## src/rtl/fill_pkg.sv

```systemverilog
package fill_pkg;

    parameter int DEF_DATA_W = 16;
    parameter int DEF_ADDR_W = 15;
    parameter int DEF_CNT_W  = 16;

    typedef enum logic [0:0] {
        SEQ_IDLE = 1'b0,
        SEQ_RUN  = 1'b1
    } seq_state_e;

    // outcome of the write issued in the current cycle
    typedef enum logic [1:0] {
        STEP_NONE   = 2'd0,
        STEP_MORE   = 2'd1,
        STEP_FINISH = 2'd2,
        STEP_ABORT  = 2'd3
    } step_kind_e;

    function automatic step_kind_e classify_step(input logic running,
                                                 input logic last_word,
                                                 input logic irq_seen);
        if (!running)       return STEP_NONE;
        else if (last_word) return STEP_FINISH;
        else if (irq_seen)  return STEP_ABORT;
        else                return STEP_MORE;
    endfunction

endpackage

```

## src/rtl/fill_seq.sv

```systemverilog
module fill_seq
    import fill_pkg::*;
(
    input  logic       clk,
    input  logic       rst,
    input  logic       start,
    input  logic       irq,
    input  logic       last_word,
    output logic       busy,
    output logic       load,
    output step_kind_e step,
    output logic       done,
    output logic       restart
);
    seq_state_e state_q;
    logic       done_q;
    logic       restart_q;

    assign busy = (state_q == SEQ_RUN);
    assign load = start && (state_q == SEQ_IDLE);
    assign step = classify_step(busy, last_word, irq);

    always_ff @(posedge clk) begin
        if (rst) begin
            state_q   <= SEQ_IDLE;
            done_q    <= 1'b0;
            restart_q <= 1'b0;
        end else begin
            done_q    <= 1'b0;
            restart_q <= 1'b0;
            case (state_q)
                SEQ_IDLE: if (start) state_q <= SEQ_RUN;
                default: begin
                    if (step == STEP_FINISH || step == STEP_ABORT) begin
                        state_q   <= SEQ_IDLE;
                        done_q    <= 1'b1;
                        restart_q <= (step == STEP_ABORT);
                    end
                end
            endcase
        end
    end

    assign done    = done_q;
    assign restart = restart_q;
endmodule

```

## src/rtl/fill_walker.sv

```systemverilog
module fill_walker #(
    parameter int DATA_W = 16,
    parameter int ADDR_W = 15,
    parameter int CNT_W  = 16
) (
    input  logic              clk,
    input  logic              rst,
    input  logic              load,
    input  logic              advance,
    input  logic [DATA_W-1:0] init_value,
    input  logic [ADDR_W:0]   init_addr,
    input  logic [CNT_W-1:0]  init_count,
    output logic [DATA_W-1:0] cur_value,
    output logic [ADDR_W-1:0] cur_addr,
    output logic [ADDR_W-1:0] next_addr,
    output logic              last_word
);
    localparam logic [CNT_W-1:0] ONE_LEFT = CNT_W'(1);

    logic [DATA_W-1:0] val_q;
    logic [ADDR_W-1:0] addr_q;
    logic [CNT_W-1:0]  cnt_q;

    assign next_addr = addr_q + ADDR_W'(1);

    always_ff @(posedge clk) begin
        if (rst) begin
            val_q  <= '0;
            addr_q <= '0;
            cnt_q  <= '0;
        end else if (load) begin
            val_q  <= init_value;
            addr_q <= init_addr[ADDR_W-1:0];   // direct address only
            cnt_q  <= init_count;
        end else if (advance) begin
            val_q  <= val_q + DATA_W'(1);
            addr_q <= next_addr;
            cnt_q  <= cnt_q - CNT_W'(1);
        end
    end

    assign cur_value = val_q;
    assign cur_addr  = addr_q;
    assign last_word = (cnt_q == ONE_LEFT);
endmodule

```

## src/rtl/fill_snapshot.sv

```systemverilog
module fill_snapshot
    import fill_pkg::*;
#(
    parameter int DATA_W = 16,
    parameter int ADDR_W = 15
) (
    input  logic              clk,
    input  logic              rst,
    input  logic              load,
    input  step_kind_e        step,
    input  logic [DATA_W-1:0] init_value,
    input  logic [ADDR_W:0]   init_addr,
    input  logic [ADDR_W-1:0] next_addr,
    output logic [DATA_W-1:0] value_reg,
    output logic [ADDR_W:0]   addr_reg
);
    logic [DATA_W-1:0] saved_val_q;
    logic [ADDR_W:0]   saved_addr_q;
    logic [DATA_W-1:0] vis_val_q;
    logic [ADDR_W:0]   vis_addr_q;

    always_ff @(posedge clk) begin
        if (rst) begin
            saved_val_q  <= '0;
            saved_addr_q <= '0;
        end else if (load) begin
            saved_val_q  <= init_value;
            saved_addr_q <= init_addr;
        end
    end

    always_ff @(posedge clk) begin
        if (rst) begin
            vis_val_q  <= '0;
            vis_addr_q <= '0;
        end else if (load) begin
            vis_val_q  <= '0;
            vis_addr_q <= {1'b0, init_addr[ADDR_W-1:0]};
        end else begin
            case (step)
                STEP_MORE, STEP_FINISH: vis_addr_q <= {1'b0, next_addr};
                STEP_ABORT: begin
                    vis_val_q  <= saved_val_q;
                    vis_addr_q <= saved_addr_q;
                end
                default: ;
            endcase
        end
    end

    assign value_reg = vis_val_q;
    assign addr_reg  = vis_addr_q;
endmodule

```

## src/rtl/fill_engine.sv

```systemverilog
module fill_engine
    import fill_pkg::*;
#(
    parameter int DATA_W = DEF_DATA_W,
    parameter int ADDR_W = DEF_ADDR_W,
    parameter int CNT_W  = DEF_CNT_W
) (
    input  logic              clk,
    input  logic              rst,
    input  logic              start,
    input  logic [DATA_W-1:0] start_value,
    input  logic [ADDR_W:0]   start_addr,
    input  logic [CNT_W-1:0]  word_count,
    input  logic              irq,
    output logic [ADDR_W-1:0] mem_addr,
    output logic [DATA_W-1:0] mem_wdata,
    output logic              mem_we,
    output logic              busy,
    output logic              done,
    output logic              restart,
    output logic [DATA_W-1:0] value_out,
    output logic [ADDR_W:0]   addr_out
);
    logic              load;
    logic              last_word;
    step_kind_e        step;
    logic [DATA_W-1:0] cur_value;
    logic [ADDR_W-1:0] cur_addr;
    logic [ADDR_W-1:0] next_addr;

    fill_seq u_seq (
        .clk       (clk),
        .rst       (rst),
        .start     (start),
        .irq       (irq),
        .last_word (last_word),
        .busy      (busy),
        .load      (load),
        .step      (step),
        .done      (done),
        .restart   (restart)
    );

    fill_walker #(.DATA_W(DATA_W), .ADDR_W(ADDR_W), .CNT_W(CNT_W)) u_walk (
        .clk        (clk),
        .rst        (rst),
        .load       (load),
        .advance    (step == STEP_MORE),
        .init_value (start_value),
        .init_addr  (start_addr),
        .init_count (word_count),
        .cur_value  (cur_value),
        .cur_addr   (cur_addr),
        .next_addr  (next_addr),
        .last_word  (last_word)
    );

    fill_snapshot #(.DATA_W(DATA_W), .ADDR_W(ADDR_W)) u_snap (
        .clk        (clk),
        .rst        (rst),
        .load       (load),
        .step       (step),
        .init_value (start_value),
        .init_addr  (start_addr),
        .next_addr  (next_addr),
        .value_reg  (value_out),
        .addr_reg   (addr_out)
    );

    assign mem_we    = busy;
    assign mem_addr  = cur_addr;
    assign mem_wdata = cur_value;
endmodule

```

## config.mk

```make
export PLATFORM = sky130hd
export DESIGN_NAME = fill_engine
export DESIGN_NICKNAME = d
export VERILOG_FILES = /design/src/rtl/fill_pkg.sv /design/src/rtl/fill_seq.sv /design/src/rtl/fill_walker.sv /design/src/rtl/fill_snapshot.sv /design/src/rtl/fill_engine.sv
export SDC_FILE = /design/constraint.sdc
export NUM_CORES = 1
export LEC_CHECK = 0
export BUFFER_PORTS_ARGS = -buffer_cell sky130_fd_sc_hd__buf_2
export CAP_MARGIN = 20
export CORE_UTILIZATION = 54
export CTS_CLUSTER_SIZE = 10
export DETAILED_ROUTE_END_ITERATION = 10
export PLACE_DENSITY = 0.84
export RECOVER_POWER = 25
export SLEW_MARGIN = 0
export SYNTH_ARGS = -nofsm -noshare
export SYNTH_HDL_FRONTEND = slang
export SYNTH_SLANG_ARGS = --single-unit
```

## constraint.sdc

```tcl
create_clock -name clk -period 3 [get_ports clk]
set_input_delay 0.6 -clock clk [delete_from_list [all_inputs] [get_ports clk]]
set_output_delay 0.6 -clock clk [all_outputs]
set_load 0.1 [all_outputs]
```

==> results of run 1 <==
==> layout make-up <==
type / instances / area share, %
Multi-Input combinational cell: 482 / 43.2
Tap cell: 133 / 2.53
Clock inverter: 10 / 2.03
Timing Repair Buffer: 131 / 10.4
Sequential cell: 114 / 34.6
Inverter: 7 / 0.399
Clock buffer: 21 / 6.82
==> placed cells by master (no fill, tap or decap), types with 5 or more instances in the layout <==
master / n
clkbuf_16: 16
nor3_1: 22
clkbuf_1: 15
nor4_1: 14
o21ai_0: 9
dfxtp_1: 114
o211ai_1: 5
xor2_1: 21
a2111oi_0: 6
inv_1: 6
a21oi_1: 60
xnor2_1: 18
o22ai_1: 6
nand3_1: 26
nor2b_1: 7
buf_4: 12
nand2_1: 111
mux2i_1: 18
buf_2: 105
nand4_1: 9
nor2_1: 58
a211oi_1: 36
==> metrics by stage <==
| stage | total power, uW | instances |
|---|---|---|
| after detailed placement | 2670 | 867 |
| after floorplan | 2470 | 655 |
| after global placement | 2640 | 867 |
| after CTS | 4640 | 898 |
| final | 4640 | 898 |
| after global routing | 4800 | 898 |
==> power by group <==
part / switching [uW] / internal (uW) / leakage, uW / total (uW)
Combinational: 716 / 220 / 0.00139 / 936
Clock: 688 / 1300 / 0.000284 / 1990
Sequential: 104 / 1620 / 0.000938 / 1720
==> metal layers <==
metal / share of wire (%) / vias up / GRT usage, %
met4: 2.5 / 0 / 13.2
met3: 7.9 / 43 / 7.52
met2: 47 / 264 / 48.8
met1: 42 / 2466 / 36.4
li1: - / 2508 / -
met5: 0 / - / 0
==> worst max path at each step <==
stage,to,slack (ps),from
after global placement,u_snap.addr_reg[8],490,u_walk.cnt_q[0]
after global routing,u_walk.cnt_q[1],200,u_walk.cnt_q[1]
final,u_walk.cur_value[14],320,u_walk.cnt_q[1]
after CTS,u_walk.cur_value[14],330,u_walk.cnt_q[1]
after floorplan,u_walk.cnt_q[13],370,u_seq.busy
after detailed placement,u_walk.cur_value[14],410,u_walk.cnt_q[0]
==> cells by family (layout without fill, tap and decap cells) <==
| kind of cell | after synthesis | in the layout | share of synthesized area [%] |
|---|---|---|---|
| simple gates | 283 | 283 | 25.3 |
| compound gates | 138 | 138 | 16.6 |
| flops | 114 | 114 | 42.3 |
| buf+inv | 59 | 169 | 5.06 |
| xor+xnor | 39 | 39 | 6.34 |
| mux | 18 | 18 | 3.34 |
| fa+ha+maj | 4 | 4 | 0.929 |
==> critical path: stages (launching register included) <==
cell     delay [ps]
dfxtp_1         340
inv_1           110
ha_1            190
or4b_2          650
or4_4           610
nand2_2         190
a21o_1          220
inv_2            50
a32o_1          200
==> results.json, run 1 <==
{
  "layout.nets": 809,
  "setup_tns_ps": 0,
  "via_count": 5281,
  "rows": 36,
  "hp-start": "start_value[8]",
  "grt_pass1_vias": 4891,
  "io_pins": 119,
  "postCtsSetupBuffers": 0,
  "synth_area_sq_mm": 0.00539,
  "utilization_pct": 67.7,
  "clk_pin_slew_ps": 60,
  "r2r_setup_slack_ps": 320,
  "synth_area_per_cell_sq_um": 8.23,
  "worstMarginPinSlew_ps": 1250,
  "cts_resized": 0,
  "crit_type": "register to register",
  "viasPerCell": 5.88,
  "synth_edf_count": 0,
  "fin_hold_ws_ps": 338,
  "critPathCaptureType": "register",
  "rsz0062_at_grt": "false",
  "cts_tree": "built",
  "yosysMostFrequentCell": "dfxtp_1",
  "peakVddDrop_uv": 340,
  "cp-start-kind": "register",
  "synth_warnings": 0,
  "core_sq_mm": 0.00973,
  "finalCritPeriodShare_pct": 89.2,
  "setup_slack_ps": 324,
  "yosys-top-cells-count": "dfxtp_1 (114), nand2_1 (111), a21oi_1 (60)",
  "final_max_slew_viol_count": 0,
  "chipWidth_um": 102,
  "post_route_cells_drive_above_1_share_pct": 21.8,
  "postSynthCellCount": 655,
  "rr_startpoint": "u_walk.cnt_q[1]",
  "r2r-end": "u_walk.cur_value[14]",
  "grt_pass1_wl_um": 23600,
  "overflow": 0,
  "synth_top_flop_cell": "dfxtp_1",
  "area_growth_pct": 22.2,
  "max_freq_mhz": 374,
  "status": "finished, final reports clean",
  "hold_violations": 0,
  "fp.dieH_um": 102,
  "relSlewSlack_pct": 16.4,
  "clkLatencyLatePin_ps": 510,
  "port_buffers": 118,
  "yosysTopAreaCellShare_pct": 42.3,
  "ys_ff_latch": 114,
  "fillers": 805,
  "drtIter0Drc": 444,
  "dieArea_sq_mm": 0.0104,
  "syn_nets": 711,
  "cp.arrival_ps": 3080,
  "synth_area_leader_cell": "dfxtp_1",
  "synth.distinct_cells": 52,
  "grt_use_total_pct": 29.5,
  "synthTopCellsByArea": "dfxtp_1 (42%), nand2_1 (7.7%), a21oi_1 (5.6%), a211oi_1 (5.0%), nor2_1 (4.0%)",
  "ctsHtreeMaxLevel": 4,
  "grt_antenna_before_repair": 0,
  "dp_hpwl_um": 9870,
  "final_area_sq_mm": 0.00659,
  "synth_seq_area_share_pct": 42.3,
  "ctsHoldBuffers": 0,
  "synthArstFlopShare_pct": 0,
  "fin_skew_ps": 7.54,
  "finalWeightedCongestion": 0.930,
  "crit_fanout": 19,
  "cts_made_buffers": 17,
  "clk_path_buf_depth": 2,
  "drt_pass1_iterations": 7,
  "routed_wl_um": 14900,
  "grt_max_degree": 64,
  "drc": 0,
  "worst_hold_path.num_cells": 3,
  "regArea_sq_mm": 0.00228,
  "place_ws_ps": 412,
  "period_needed_ps": 2680,
  "p_leak_uw": 0.00262,
  "ff2ff_path_depth": 8,
  "worstPathRequired_ps": 3400,
  "place_area_sq_mm": 0.00603,
  "initial_utilization_pct": 55.4,
  "setup_viol": 0,
  "holdPathEnd": "u_snap.saved_val_q[8]",
  "post_drt_wl_per_cell_um": 16.6,
  "cts_sinks": 114,
  "ant_nets": 0,
  "min_path_type": "input pin to register",
  "timing.max_cap.violations": 0,
  "antenna_cells": 0,
  "multiInputGateArea_sq_mm": 0.00285,
  "power.density_mw_per_mm2": 705,
  "root_buffer": "clkbuf_8"
}
(Power assumes the default switching activity.)
==> run 2, diff against run 1 <==
--- a/config.mk
+++ b/config.mk
@@ -7,6 +7,7 @@
 export LEC_CHECK = 0
 export BUFFER_PORTS_ARGS = -buffer_cell sky130_fd_sc_hd__buf_2
 export CAP_MARGIN = 20
+export CORE_ASPECT_RATIO = 1.75
 export CORE_UTILIZATION = 54
 export CTS_CLUSTER_SIZE = 10
 export DETAILED_ROUTE_END_ITERATION = 10
==> results.json, run 2 (synthesis results as in run 1) <==
{
  "cts_made_buffers": 17,
  "rr_startpoint": "u_walk.cnt_q[0]",
  "drtIter0Drc": 492,
  "worstPathRequired_ps": 3330,
  "cts_tree": "built",
  "finalWeightedCongestion": 0.895,
  "fp.dieH_um": 134,
  "place_inst": 856,
  "critPathCaptureType": "register",
  "clkLatencyLatePin_ps": 410,
  "cts_resized": 0,
  "antenna_cells": 0,
  "root_buffer": "clkbuf_16",
  "clk_pin_slew_ps": 50,
  "worstMarginPinSlew_ps": 1280,
  "clk_path_buf_depth": 2,
  "io_pins": 119,
  "viasPerCell": 6.00,
  "holdPathEnd": "u_walk.cnt_q[15]",
  "swShare_pct": 32.9,
  "place_ws_ps": 397,
  "grt_use_total_pct": 29.4,
  "finalCritPeriodShare_pct": 91.1,
  "crit_type": "register to register",
  "place_area_sq_mm": 0.00601,
  "crit_fanout": 19,
  "busiest_layer": "met2",
  "cp_num_cells": 7,
  "area_growth_pct": 21.4,
  "routed_wl_um": 15000,
  "layout.nets": 809,
  "power.share.clock_pct": 42.3,
  "layoutNonFillerInstCount": 887,
  "fin_skew_ps": 8.12,
  "pwr-share-comb_pct": 20.3,
  "p_leak_uw": 0.00255,
  "post_drt_wl_per_cell_um": 17.0,
  "r2r-end": "u_snap.addr_reg[2]",
  "use_met1_pct": 31.7,
  "cp.arrival_ps": 3060,
  "peakVddDrop_uv": 555,
  "final_common_cell": "dfxtp_1",
  "ctsHoldBuffers": 0,
  "hold_violations": 0,
  "cp-start-kind": "register",
  "grt_max_degree": 62,
  "chipWidth_um": 77.5,
  "via_count": 5324,
  "cts_sinks": 114,
  "pwr-share-seq_pct": 37.4,
  "cp_num_buf_inv": 1,
  "timing.max_cap.violations": 0,
  "rows": 47,
  "r2r_setup_slack_ps": 270,
  "setup_slack_ps": 268,
  "layout_common_cells": "dfxtp_1 (114), nand2_1 (111), buf_2 (91)",
  "initial_utilization_pct": 56.2,
  "worst_hold_path.num_cells": 3,
  "use_met2_pct": 52.2,
  "max_freq_mhz": 366,
  "path_delay_family": "simple AND/OR/NAND/NOR gates",
  "postCtsSetupBuffers": 0,
  "dieArea_sq_mm": 0.0104,
  "setup_viol": 0,
  "status": "finished, final reports clean",
  "p_int_uw": 3080,
  "hp-start": "word_count[15]",
  "period_needed_ps": 2730,
  "rsz0062_at_grt": "false",
  "grt_pass1_wl_um": 24000,
  "critical_path.slowest_cell": "or4b_2",
  "grt_antenna_before_repair": 0,
  "final_max_slew_viol_count": 0,
  "relSlewSlack_pct": 14.5,
  "final_area_sq_mm": 0.00654,
  "drt_pass1_iterations": 5,
  "switching_power_uw": 1510,
  "min_path_type": "input pin to register",
  "ff2ff_path_depth": 7,
  "cpPeakStageDelay_ps": 650,
  "ctsHtreeMaxLevel": 4,
  "setup_tns_ps": 0,
  "post_route_cells_drive_above_1_share_pct": 20.1,
  "port_buffers": 118,
  "grt_pass1_vias": 5116,
  "totalPowerFinal_uw": 4600,
  "ant_nets": 0,
  "path_cells": "ha_1 > or4b_2 > or4_4 > nand3_2 > buf_4 > nand2_1 > a21oi_1",
  "core_sq_mm": 0.00959,
  "power.density_mw_per_mm2": 703,
  "fillers": 784,
  "drc": 0,
  "overflow": 0,
  "met3_usage_pct": 5.85,
  "dp_hpwl_um": 10300
}
-- run 2: changes by cell type in the layout (fill, tap and decap cells not counted), sizes merged --
cell and change:
clkbuf +13, clkinvlp +1, buf -14, clkinv +1, bufinv -1
-- run 2: worst max path at each step --
stage | from | to
2_1_floorplan | u_seq.busy | u_walk.cnt_q[13]
3_3_place_gp | u_walk.cnt_q[0] | u_walk.cur_value[14]
3_5_place_dp | u_walk.cnt_q[0] | u_snap.addr_reg[2]
4_1_cts | u_walk.cnt_q[0] | u_snap.addr_reg[2]
5_1_grt | u_seq.busy | u_snap.value_reg[9]
6_report | u_walk.cnt_q[0] | u_snap.addr_reg[2]
-- run 2: final cells by class --
| type | instances | area (sq um) | area share, % |
|---|---|---|---|
| multi-input cells | 482 | 2850 | 43.5 |
| flip-flops and latches | 114 | 2280 | 34.9 |
| repair buffers | 131 | 667 | 10.2 |
| clock buffers | 20 | 457 | 6.98 |
| well taps | 122 | 153 | 2.33 |
| clock inverters | 11 | 113 | 1.72 |
| inverters | 7 | 26.3 | 0.402 |
-- run 2: power by group through the flow --
stage	sequential (uW)	clock (uW)	combinational (uW)
6_report	1720	1950	935
5_1_grt	1730	2020	985
4_1_cts	1710	1950	933
3_5_place_dp	1740	0	925
3_3_place_gp	1740	0	911
2_1_floorplan	2120	0	351
-- run 2: metrics by stage --
stage	util [%]	hold slack [ps]
2_1_floorplan	-	432
3_3_place_gp	62.7	439
3_5_place_dp	62.7	445
4_1_cts	68.7	432
5_1_grt	68.3	446
6_report	68.3	438
-- run 2: layer usage --
layer  share of wire, %  vias up  wire (um)
li1                   -     2519          -
met4                4.3        0        643
met5                  0        -          0
met3                5.6       54        839
met2                 51      254       7730
met1                 39     2497       5830
-- run 2: tightest hold or removal path, delay by kind of cell --
family                 cells  cell delay (ps)
buffers and inverters      1               90
and+or+nand+nor            1               40
AOI/OAI and AO/OA          1               60
